==> config.mk <==
export PLATFORM = sky130hd
export DESIGN_NAME = minmax_tracker
export DESIGN_NICKNAME = d
export VERILOG_FILES = /design/src/rtl/mmt_pkg.sv /design/src/rtl/mmt_cond.sv /design/src/rtl/mmt_bit_pe.sv /design/src/rtl/mmt_stage.sv /design/src/rtl/minmax_tracker.sv
export SDC_FILE = /design/constraint.sdc
export NUM_CORES = 1
export LEC_CHECK = 0
export ABC_CLOCK_PERIOD_IN_PS = 1350
export BUFFER_PORTS_ARGS = -buffer_cell sky130_fd_sc_hd__buf_2
export CAP_MARGIN = 20
export CORE_UTILIZATION = 30
export DETAILED_ROUTE_END_ITERATION = 7
export PLACE_DENSITY = 0.45
export SETUP_SLACK_MARGIN = 0.05
export SLEW_MARGIN = 30
export SYNTH_ARGS = -nofsm -noshare
export SYNTH_HDL_FRONTEND = slang
export SYNTH_SLANG_ARGS = --single-unit
==> constraint.sdc <==
create_clock -name clk_i -period 1.35 [get_ports clk_i]
set_clock_uncertainty 0.2 [all_clocks]
set_input_delay 0.2025 -clock clk_i [delete_from_list [all_inputs] [get_ports clk_i]]
set_output_delay 0.2025 -clock clk_i [all_outputs]
set_load 0.02 [all_outputs]
==> src/rtl/mmt_pkg.sv <==
`timescale 1ns/1ps
package mmt_pkg;
  typedef enum logic {
    MODE_MAX = 1'b0,
    MODE_MIN = 1'b1
  } mode_e;
endpackage

==> src/rtl/mmt_cond.sv <==
`timescale 1ns/1ps
// Conditional bitwise inversion of a group of words (min-to-max mapping).
module mmt_cond #(
  parameter int unsigned N_OPS = 9,
  parameter int unsigned WIDTH = 8
) (
  input  logic [N_OPS-1:0][WIDTH-1:0] ops_i,
  input  logic                        invert_i,
  output logic [N_OPS-1:0][WIDTH-1:0] ops_o
);
  for (genvar i = 0; i < N_OPS; i++) begin : g_word
    assign ops_o[i] = ops_i[i] ^ {WIDTH{invert_i}};
  end
endmodule

==> src/rtl/mmt_bit_pe.sv <==
`timescale 1ns/1ps
// One bit slice of the max search: keeps candidates holding a 1 if any exist.
module mmt_bit_pe #(
  parameter int unsigned N_OPS = 9
) (
  input  logic [N_OPS-1:0] bits_i,
  input  logic [N_OPS-1:0] flags_i,
  output logic             hit_o,
  output logic [N_OPS-1:0] flags_o
);
  logic [N_OPS-1:0] live;

  assign live    = bits_i & flags_i;
  assign hit_o   = |live;
  assign flags_o = hit_o ? live : flags_i;
endmodule

==> src/rtl/mmt_stage.sv <==
`timescale 1ns/1ps
// Bit slice plus its pipeline register. Operands are shifted left so the
// bit under test is always at the top position.
module mmt_stage
  import mmt_pkg::*;
#(
  parameter int unsigned N_OPS = 9,
  parameter int unsigned WIDTH = 8
) (
  input  logic                        clk_i,
  input  logic                        rst_ni,
  input  logic                        valid_i,
  input  mode_e                       mode_i,
  input  logic [N_OPS-1:0][WIDTH-1:0] ops_i,
  input  logic [N_OPS-1:0]            flags_i,
  input  logic [WIDTH-1:0]            res_i,
  output logic                        valid_o,
  output mode_e                       mode_o,
  output logic [N_OPS-1:0][WIDTH-1:0] ops_o,
  output logic [N_OPS-1:0]            flags_o,
  output logic [WIDTH-1:0]            res_o
);
  localparam int unsigned TOP = WIDTH - 1;

  logic [N_OPS-1:0] cur_bits;
  logic [N_OPS-1:0] next_flags;
  logic             hit;
  logic [N_OPS-1:0][WIDTH-1:0] ops_shift;

  for (genvar i = 0; i < N_OPS; i++) begin : g_col
    assign cur_bits[i]  = ops_i[i][TOP];
    assign ops_shift[i] = {ops_i[i][TOP-1:0], 1'b0};
  end

  mmt_bit_pe #(.N_OPS(N_OPS)) u_pe (
    .bits_i (cur_bits),
    .flags_i(flags_i),
    .hit_o  (hit),
    .flags_o(next_flags)
  );

  always_ff @(posedge clk_i or negedge rst_ni) begin
    if (!rst_ni) begin
      valid_o <= 1'b0;
      mode_o  <= MODE_MAX;
      ops_o   <= '0;
      flags_o <= '0;
      res_o   <= '0;
    end else begin
      valid_o <= valid_i;
      mode_o  <= mode_i;
      if (valid_i) begin
        ops_o   <= ops_shift;
        flags_o <= next_flags;
        res_o   <= {res_i[TOP-1:0], hit};
      end else begin
        ops_o   <= '0;
        flags_o <= '0;
        res_o   <= '0;
      end
    end
  end
endmodule

==> src/rtl/minmax_tracker.sv <==
`timescale 1ns/1ps
module minmax_tracker
  import mmt_pkg::*;
#(
  parameter int unsigned N_OPS = 9,
  parameter int unsigned WIDTH = 8
) (
  input  logic                   clk_i,
  input  logic                   rst_ni,
  input  logic                   valid_i,
  input  logic                   mode_i,
  input  logic [N_OPS*WIDTH-1:0] ops_i,
  output logic                   valid_o,
  output logic [WIDTH-1:0]       res_o,
  output logic [N_OPS-1:0]       cand_o
);
  localparam int unsigned STAGES = WIDTH;

  logic [N_OPS-1:0][WIDTH-1:0] ops_arr;
  logic [N_OPS-1:0][WIDTH-1:0] ops_cond;

  logic [STAGES:0]                   v_w;
  mode_e                             m_w     [STAGES+1];
  logic [N_OPS-1:0][WIDTH-1:0]       ops_w   [STAGES+1];
  logic [STAGES:0][N_OPS-1:0]        flags_w;
  logic [STAGES:0][WIDTH-1:0]        res_w;
  logic [0:0][WIDTH-1:0]             res_out;
  logic                              out_inv;

  for (genvar i = 0; i < N_OPS; i++) begin : g_unpack
    assign ops_arr[i] = ops_i[i*WIDTH +: WIDTH];
  end

  mmt_cond #(.N_OPS(N_OPS), .WIDTH(WIDTH)) u_in_cond (
    .ops_i   (ops_arr),
    .invert_i(mode_i),
    .ops_o   (ops_cond)
  );

  assign v_w[0]     = valid_i;
  assign m_w[0]     = mode_e'(mode_i);
  assign ops_w[0]   = ops_cond;
  assign flags_w[0] = '1;
  assign res_w[0]   = '0;

  for (genvar s = 0; s < STAGES; s++) begin : g_stage
    mmt_stage #(.N_OPS(N_OPS), .WIDTH(WIDTH)) u_stage (
      .clk_i  (clk_i),
      .rst_ni (rst_ni),
      .valid_i(v_w[s]),
      .mode_i (m_w[s]),
      .ops_i  (ops_w[s]),
      .flags_i(flags_w[s]),
      .res_i  (res_w[s]),
      .valid_o(v_w[s+1]),
      .mode_o (m_w[s+1]),
      .ops_o  (ops_w[s+1]),
      .flags_o(flags_w[s+1]),
      .res_o  (res_w[s+1])
    );
  end

  assign out_inv = v_w[STAGES] && (m_w[STAGES] == MODE_MIN);

  mmt_cond #(.N_OPS(1), .WIDTH(WIDTH)) u_out_cond (
    .ops_i   (res_w[STAGES]),
    .invert_i(out_inv),
    .ops_o   (res_out)
  );

  assign valid_o = v_w[STAGES];
  assign res_o   = res_out[0];
  assign cand_o  = flags_w[STAGES];
endmodule

==> summary.md, run 1 <==
| Metric | Value |
|---|---|
| Share of layout cells above drive strength 1 | `0.2819` |
| Max Freq | `0.5415 GHz` |
| Placed insts | `1664` |
| DP Wirelength | `15.83 mm` |
| Slew HR | `0.6878` |
| CTS clk-pin slew, worst paths | `0.06 ns` |
| Slew @ Worst Pin | `0.4684 ns` |
| Yosys warning count | `0` |
| Top post-synthesis cells by area | `dfrtp_1 71%, and2_1 10%, xnor2_1 5.3%` |
| Setup crit end kind | `output port` |
| # IOs | `94` |
| Startpoint Class | `register` |
| Wire length per cell | `13.23 um` |
| Full die area | `44760 sq um` |
| First-pass GRT wire length | `40.48 mm` |
| Critical path arrival | `1.44 ns` |
| Via density | `4.071` |
| Routability cong. | `0.7134` |
| Die height | `211.6 um` |
| Critical path type | `reg2out` |
| Worst-path fanout max | `8` |
| Mean area per synthesized cell | `14.11 sq um` |
| Layout net count | `1290` |
| Largest net degree at the start of global routing | `80` |
| Pwr Density | `1383 nW/um^2` |
| H-Tree Depth | `2` |
| Cts bufs inserted | `40` |
| Via Count | `7450` |
| Skew-Pair Late Insertion Delay | `0.53 ns` |
| CTS max path bufs | `3` |
| Number of DRC markers in iteration 0 | `152` |
| First-pass DRT Iterations | `4` |
| Effective utilization at floorplan | `0.3052` |
| Min Tclk post-route | `1.847 ns` |
| Pins over their slew limit | `0` |
| Worst hold-check path type | `in2reg` |
| CP required | `0.95 ns` |
| CTS sink cnt | `376` |
| Number of diodes | `0` |
| Vias in the first global route | `7902` |
| GRT Residual Overflow | `0` |
| Std cell rows | `76` |
| DIE WIDTH | `211.6 um` |
| GRT Resource Usage Total | `0.1137` |
| DRC | `0` |
| Library cell occupying the most area in the post-synthesis netlist | `dfrtp_1` |
| Register area share after synthesis | `0.7141` |
| Cell count after synthesis | `934` |
| Initial antenna violation count | `0` |
| RSZ-0062 raised after global routing | `true` |
| Worst VDD drop | `0.0008901 V` |
| Port buffer count | `93` |
| Most frequent cells in the layout | `374 x dfrtp_1, 217 x and2_1, 91 x buf_4` |
| Final wirelength | `24.20 mm` |
| Finished Layout Cells | `1830` |
| Share of the cycle needed by the critical path after routing | `1.368` |
| Min Hold Slack | `-0.03750 ns` |
| Area share of the largest cell type after synthesis | `0.7141` |
| Area growth syn-to-layout | `36.16%` |
| CTS tree | `built` |
| Leak | `9.113 nW` |
| Synth unique cells | `23` |
| Syn_nets | `1010` |
| Flops & latches, synth | `376` |
| Clock root cell | `clkbuf_16` |
| Antenna-violating nets left | `0` |
| Setup WS post-layout | `-0.4966 ns` |
| Syn Std Cell Area | `13180 sq um` |
| TNS Setup | `-15.45 ns` |
| Status | `finished, violations left` |
| Core area | `43170 sq um` |
| Commonest non-fill, non-tap cell in the layout | `dfrtp_1` |
| Finish-stage setup viols | `82` |
| Hold Vio Cnt, Final | `5` |
| Max-cap violations | `0` |
| Violated checks | `negative hold slack, negative setup slack` |
[synth_stat cells, drive strengths merged]
| master | number |
|---|---|
| mux2i | 2 |
| clkbuf | 35 |
| inv | 1 |
| or4 | 2 |
| a211oi | 7 |
| dfrtp | 376 |
| o21ai | 8 |
| nor2b | 7 |
| nand2 | 16 |
| a22oi | 28 |
| nor2 | 70 |
| nand4 | 3 |
| buf | 17 |
| a31oi | 1 |
| xnor2 | 80 |
| o211a | 63 |
| and2 | 217 |
| a21oi | 1 |
[logic make-up (layout without fill, tap and decap cells)]
kind of cell,count (synthesis),in the layout,share of synthesized area
flops,376,376,0.7141
simple gates,315,315,0.1346
compound gates,108,108,0.07435
xor+xnor,80,80,0.05318
buf+inv,53,364,0.02041
mux,2,2,0.003418
[per-stage QoR]
| stage | worst slack, ns | utilization | instance area, sq um | total power, mW |
|---|---|---|---|---|
| global route | -0.5699 | 0.4156 | 17940 | 25.88 |
| global placement | -0.2554 | 0.3536 | 15270 | 13.44 |
| floorplan | -0.07531 | - | 13400 | 12.67 |
| detailed placement | -0.3079 | 0.3536 | 15270 | 13.45 |
| CTS | -0.5404 | 0.4103 | 17710 | 25.21 |
| finish | -0.4966 | 0.4156 | 17940 | 24.82 |
[where the power goes]
group / switching (mW) / leakage [nW] / internal [mW]
Sequential: 0.180 / 5.08 / 11.7
Clock: 4.22 / 0.700 / 7.13
Combinational: 0.794 / 3.33 / 0.824
[critical path: stages (launching register included)]
cell and delay [ns]:
dfrtp_1 0.42, nand2_8 0.23, xnor2_4 0.14, buf_6 0.13
[worst paths after layout]
path,cells after the start,from,to,slack [ns]
worst min register to register,0,g_stage[2].u_stage.mode_o$_DFF_PN0_,g_stage[3].u_stage.mode_o$_DFF_PN0_,0.14
worst max-delay path,3,g_stage[7].u_stage.mode_o$_DFF_PN0_,res_o[3],-0.50
min in group asynchronous,3,rst_ni,g_stage[4].u_stage.res_o[0]$_DFF_PN0_,0.09
worst max register to register,5,g_stage[4].u_stage.flags_o[0]$_DFF_PN0_,g_stage[5].u_stage.flags_o[4]$_DFF_PN0_,-0.22
worst min-delay path,5,ops_i[31],g_stage[0].u_stage.flags_o[3]$_DFF_PN0_,-0.04
max in group asynchronous,3,rst_ni,g_stage[6].u_stage.ops_o[63]$_DFF_PN0_,0.11
[registers in the layout, summed over array words and instances, names as in the netlist]
signal                   flops
g_stage.u_stage.res_o       36
g_stage.u_stage.valid_o      8
g_stage.u_stage.ops_o      252
g_stage.u_stage.mode_o       8
g_stage.u_stage.flags_o     72
[timing repair]
action | CTS | global route
endpoints found under the hold margin | 451 | 13
gates resized for setup | 60 | 47
setup buffers | 7 | 8
hold buffers | 76 | 7
cloned | 2 | 2
pin swaps | 20 | 32
setup endpoints to repair | 84 | 105
[routing by layer]
metal / up-vias / share of wire / routed length, um / GRT usage
met1: 3714 / 0.43 / 10510 / 0.1432
met2: 115 / 0.51 / 12260 / 0.1941
met5: - / 0 / 0 / 0
met3: 43 / 0.035 / 851 / 0.02329
li1: 3578 / - / - / -
met4: 0 / 0.024 / 586 / 0.03848
[cell type report]
class | instances | area (sq um)
Multi-Input combinational cell | 505 | 3906
Fill cell | 4144 | 25230
Timing Repair Buffer | 290 | 2472
Sequential cell | 376 | 9412
Clock inverter | 17 | 222.7
Tap cell | 585 | 732.0
Inverter | 1 | 3.754
Clock buffer | 56 | 1192
(Power assumes the default switching activity.)
==> run 2, diff against run 1 <==
- REMOVE_ABC_BUFFERS: unset -> 1
- SLEW_MARGIN: 30 -> 20
==> summary.md, run 2 (synthesis results as in run 1) <==
| Metric | Value |
|---|---|
| Status | `finished, violations left` |
| Violated checks | `negative hold slack, negative setup slack` |
| CTS clk-pin slew, worst paths | `0.05 ns` |
| Largest net degree at the start of global routing | `75` |
| GRT Residual Overflow | `0` |
| Critical path type | `reg2out` |
| GRT Resource Usage Total | `0.1103` |
| Most frequent cells in the layout | `376 x dfrtp_1, 217 x and2_1, 102 x buf_4` |
| Finish-stage setup viols | `82` |
| DIE WIDTH | `211.6 um` |
| Hold Vio Cnt, Final | `23` |
| Vias in the first global route | `7992` |
| Max-cap violations | `0` |
| Via Count | `7353` |
| Min Tclk post-route | `1.793 ns` |
| First-pass DRT Iterations | `4` |
| CTS max path bufs | `3` |
| Setup WS post-layout | `-0.4433 ns` |
| Via density | `4.022` |
| Number of DRC markers in iteration 0 | `331` |
| CTS sink cnt | `376` |
| Post-DP Area | `15180 sq um` |
| Skew-Pair Late Insertion Delay | `0.54 ns` |
| Leak | `8.979 nW` |
| Worst VDD drop | `0.0007677 V` |
| CTS tree | `built` |
| # fillers | `4105` |
| # IOs | `94` |
| Cts bufs inserted | `40` |
| RSZ-0062 raised after global routing | `true` |
| Top Registers | `g_stage.u_stage.ops_o: 252 flops, g_stage.u_stage.flags_o: 72 flops, g_stage.u_stage.res_o: 36 flops` |
| Finished Layout Cells | `1828` |
| Clock root cell | `clkbuf_16` |
| Largest register by flop count | `g_stage.u_stage.ops_o` |
| DRC | `0` |
| Setup crit end kind | `output port` |
| DP Wirelength | `15.54 mm` |
| Startpoint Class | `register` |
| Power Total | `23.99 mW` |
| Pwr Density | `1360 nW/um^2` |
| Critical path arrival | `1.39 ns` |
| Share of layout cells above drive strength 1 | `0.2697` |
| Slew HR | `0.6906` |
| Max reg flops | `252` |
| Area growth syn-to-layout | `33.92%` |
| Worst path max stage delay | `0.38 ns` |
| Initial antenna violation count | `1` |
| CP Buf/Inv Count | `2` |
| Worst-path fanout max | `8` |
| Die height | `211.6 um` |
| Wire length per cell | `12.83 um` |
| Min Hold Slack | `-0.09179 ns` |
| Commonest non-fill, non-tap cell in the layout | `dfrtp_1` |
| CP max stage cell | `dfrtp_1` |
| First-pass GRT wire length | `40.01 mm` |
| Final wirelength | `23.46 mm` |
| H-Tree Depth | `2` |
| Antenna-violating nets left | `0` |
| Layout net count | `1289` |
| Port buffer count | `93` |
| Max Freq | `0.5576 GHz` |
| Effective utilization at floorplan | `0.3052` |
| Slew @ Worst Pin | `0.4641 ns` |
| Core area | `43170 sq um` |
| Routability cong. | `0.7302` |
| CP Cell Sequence | `nand2_2, buf_12, xnor2_1, buf_4` |
| Full die area | `44760 sq um` |
| Share of the cycle needed by the critical path after routing | `1.328` |
| Family with the most delay on the worst path | `flip-flops` |
| Worst hold-check path type | `in2async` |
| Placed insts | `1671` |
| CP required | `0.95 ns` |
| Fin area | `17650 sq um` |
| Std cell rows | `76` |
| Pins over their slew limit | `0` |
-- run 2: cell types whose count changed in the layout (fill, tap and decap cells not counted), moves of 7 or more --
cell      change
buf_12        +7
buf_4        +11
buf_6        -17
clkbuf_1      +7
xnor2_4       -8
-- run 2: where the power goes --
part / internal [mW] / total, mW / switching [mW]
sequential: 11.7 / 11.8 / 0.165
clock: 6.28 / 10.5 / 4.24
combinational: 0.845 / 1.63 / 0.786
total: 18.8 / 24.0 / 5.19
-- run 2: cell type report --
class / instances / area [sq um] / area share
clock buffers: 58 / 1139 / 0.06453
diodes: 1 / 2.502 / 0.0001418
well taps: 585 / 732.0 / 0.04148
inverters: 1 / 3.754 / 0.0002127
multi-input cells: 505 / 3725 / 0.2111
clock inverters: 13 / 151.4 / 0.008580
repair buffers: 289 / 2484 / 0.1407
flip-flops and latches: 376 / 9409 / 0.5332
-- run 2: per-layer routing --
layer | vias to the layer above | GRT usage | routed length (um)
met3 | 33 | 0.02359 | 879
met4 | 0 | 0.03773 | 470
met1 | 3627 | 0.1513 | 11140
li1 | 3583 | - | -
met2 | 110 | 0.1729 | 10970
met5 | - | 0 | 0
-- run 2: per-stage QoR --
step | util | setup TNS, ns | hold slack, ns | setup slack [ns]
2_1_floorplan | - | -14.57 | -0.2931 | -0.2124
3_3_place_gp | 0.3516 | -12.52 | -0.1291 | -0.3003
3_5_place_dp | 0.3516 | -14.22 | -0.1310 | -0.3425
4_1_cts | 0.4036 | -18.98 | -0.1057 | -0.4794
5_1_grt | 0.4087 | -22.17 | -0.09057 | -0.5198
6_report | 0.4087 | -15.89 | -0.09179 | -0.4433
-- run 2: final timing paths --
kind,to,cells past startpoint,slack [ns],from
max in group asynchronous,g_stage[6].u_stage.ops_o[23]$_DFF_PN0_,3,0.40,rst_ni
max reg2reg,g_stage[5].u_stage.flags_o[5]$_DFF_PN0_,5,-0.25,g_stage[4].u_stage.ops_o[15]$_DFF_PN0_
min,g_stage[0].u_stage.ops_o[18]$_DFF_PN0_,2,-0.09,rst_ni
max,res_o[1],4,-0.44,g_stage[7].u_stage.valid_o$_DFF_PN0_
min in group clk_i,g_stage[0].u_stage.flags_o[8]$_DFF_PN0_,5,-0.08,ops_i[23]
min reg2reg,g_stage[1].u_stage.mode_o$_DFF_PN0_,0,0.15,g_stage[0].u_stage.mode_o$_DFF_PN0_
-- run 2: repair_timing --
item,in CTS,in global routing
endpoints found under the hold margin,450,21
pin swaps,18,25
cloned,1,1
hold buffers,74,6
gates resized for setup,47,53
setup endpoints to repair,88,98
buffers inserted,10,7
==> run 3, diff against run 2 <==
- ABC_CLOCK_PERIOD_IN_PS: 1350 -> 1800
- PLACE_DENSITY: 0.45 -> 0.43
- clock period: 1.35 -> 1.8 ns (I/O delays scaled with it)
==> summary.md, run 3 (synthesis results as in run 1) <==
| Metric | Value |
|---|---|
| Finish-stage setup viols | `8` |
| Max reg flops | `252` |
| Layout net count | `1202` |
| Effective utilization at floorplan | `0.3052` |
| Antenna-violating nets left | `0` |
| Number of diodes | `0` |
| Slew @ Worst Pin | `0.4590 ns` |
| Initial antenna violation count | `0` |
| Core area | `43170 sq um` |
| Setup crit end kind | `output port` |
| Port buffer count | `93` |
| GRT busiest layer | `met2` |
| Worst VDD drop | `0.0005873 V` |
| Share of layout cells above drive strength 1 | `0.1769` |
| H-Tree Depth | `2` |
| Pwr Density | `1088 nW/um^2` |
| Met2 Use GR | `0.1726` |
| Number of DRC markers in iteration 0 | `253` |
| Min Hold Slack | `0.02280 ns` |
| Full die area | `44760 sq um` |
| Wire length per cell | `13.30 um` |
| CTS max path bufs | `3` |
| Startpoint Class | `register` |
| Post-DP Area | `14460 sq um` |
| Top Registers | `g_stage.u_stage.ops_o: 252 flops, g_stage.u_stage.flags_o: 72 flops, g_stage.u_stage.res_o: 36 flops` |
| Vias in the first global route | `7616` |
| Die height | `211.6 um` |
| Hold Vio Cnt, Final | `0` |
| CTS clk-pin slew, worst paths | `0.06 ns` |
| Setup WS post-layout | `-0.03144 ns` |
| Clock root cell | `clkbuf_16` |
| TNS Setup | `-0.1895 ns` |
| Leak | `8.455 nW` |
| GRT Resource Usage Total | `0.1107` |
| Pins over their slew limit | `0` |
| Largest register by flop count | `g_stage.u_stage.ops_o` |
| Critical path type | `reg2out` |
| Reg2Reg Depth | `5` |
| Worst-path fanout max | `8` |
| Std cell rows | `76` |
| Met3 Use GR | `0.02403` |
| Max Freq | `0.5460 GHz` |
| # fillers | `4160` |
| DRC | `0` |
| DIE WIDTH | `211.6 um` |
| Status | `finished, violations left` |
| First-pass GRT wire length | `39.61 mm` |
| RSZ-0062 raised after global routing | `true` |
| Violated checks | `negative setup slack` |
| Min Tclk post-route | `1.831 ns` |
| Max-cap violations | `0` |
| Worst hold-check path type | `in2async` |
| CP required | `1.33 ns` |
| Share of the cycle needed by the critical path after routing | `1.017` |
| Skew-Pair Late Insertion Delay | `0.54 ns` |
| Fin area | `16610 sq um` |
| Final wirelength | `23.11 mm` |
| Most frequent cells in the layout | `376 x dfrtp_1, 217 x and2_1, 81 x buf_2` |
| Routability cong. | `0.7402` |
| First-pass DRT Iterations | `4` |
| Commonest non-fill, non-tap cell in the layout | `dfrtp_1` |
| CTS sink cnt | `376` |
| Largest net degree at the start of global routing | `74` |
| # IOs | `94` |
| Via density | `4.043` |
| GRT Residual Overflow | `0` |
| CTS tree | `built` |
| Slew HR | `0.6940` |
| Via Count | `7027` |
| Cts bufs inserted | `41` |
| Critical path arrival | `1.36 ns` |
| M1 GR Usage | `0.1512` |
| Area growth syn-to-layout | `26.04%` |
| DP Wirelength | `14.95 mm` |
[run 3: cell count changes in the layout (fill, tap and decap cells not counted), sizes merged]
cell	before	now
buf	215	127
clkbuf	58	62
clkinv	8	4
bufinv	2	3
clkinvlp	1	0
diode	1	0
inv	3	2
[run 3: routing by layer]
layer | wire length (um) | part of all wire
met1 | 10940 | 0.47
met2 | 10650 | 0.46
met3 | 906 | 0.039
met4 | 610 | 0.026
met5 | 0 | 0
[run 3: report_power, final]
| part | internal [mW] | leakage, nW | switching [mW] |
|---|---|---|---|
| Combinational | 0.490 | 2.72 | 0.553 |
| Sequential | 8.76 | 5.08 | 0.113 |
| Clock | 5.00 | 0.653 | 3.16 |
| Total | 14.2 | 8.45 | 3.83 |
[run 3: layout make-up]
cell class              count  area [sq um]  share of cell area
clock buffers              62          1195             0.07195
clock inverters             8         141.4            0.008514
inverters                   1         3.754           0.0002260
multi-input cells         505          3540              0.2131
flip-flops and latches    376          9409              0.5666
well taps                 585         732.0             0.04407
repair buffers            201          1587             0.09553
[run 3: worst paths after layout]
path	from	end	slack, ns
hold / removal	rst_ni	g_stage[0].u_stage.ops_o[42]$_DFF_PN0_	0.02
max in group asynchronous	rst_ni	g_stage[5].u_stage.ops_o[70]$_DFF_PN0_	0.68
setup reg to reg	g_stage[4].u_stage.flags_o[5]$_DFF_PN0_	g_stage[5].u_stage.flags_o[1]$_DFF_PN0_	0.18
min in group clk_i	mode_i	g_stage[0].u_stage.flags_o[8]$_DFF_PN0_	0.08
hold reg to reg	g_stage[0].u_stage.mode_o$_DFF_PN0_	g_stage[1].u_stage.mode_o$_DFF_PN0_	0.15
setup / recovery	g_stage[7].u_stage.mode_o$_DFF_PN0_	res_o[1]	-0.03
[run 3: what timing repair did]
action	CTS	global route
endpoints found under the hold margin	450	0
gates resized for setup	8	17
buffers inserted	0	2
pin swaps	2	2
setup endpoints to repair	8	23
hold buffers	74	0
[run 3: critical path, stage by stage, from the launching register on]
cell     delay [ns]
dfrtp_1        0.39
nand2_4        0.14
xnor2_1        0.14
buf_4          0.16
[run 3: through the flow]
step / cells / power, mW / util / worst slack [ns]
6_report: 1738 / 18.07 / 0.3847 / -0.03144
5_1_grt: 1738 / 18.94 / 0.3847 / -0.1024
4_1_cts: 1738 / 18.43 / 0.3837 / -0.07260
3_5_place_dp: 1594 / 9.968 / 0.3350 / -0.09526
3_3_place_gp: 1594 / 9.955 / 0.3350 / -0.03620
2_1_floorplan: 882 / 9.398 / - / 0.1701
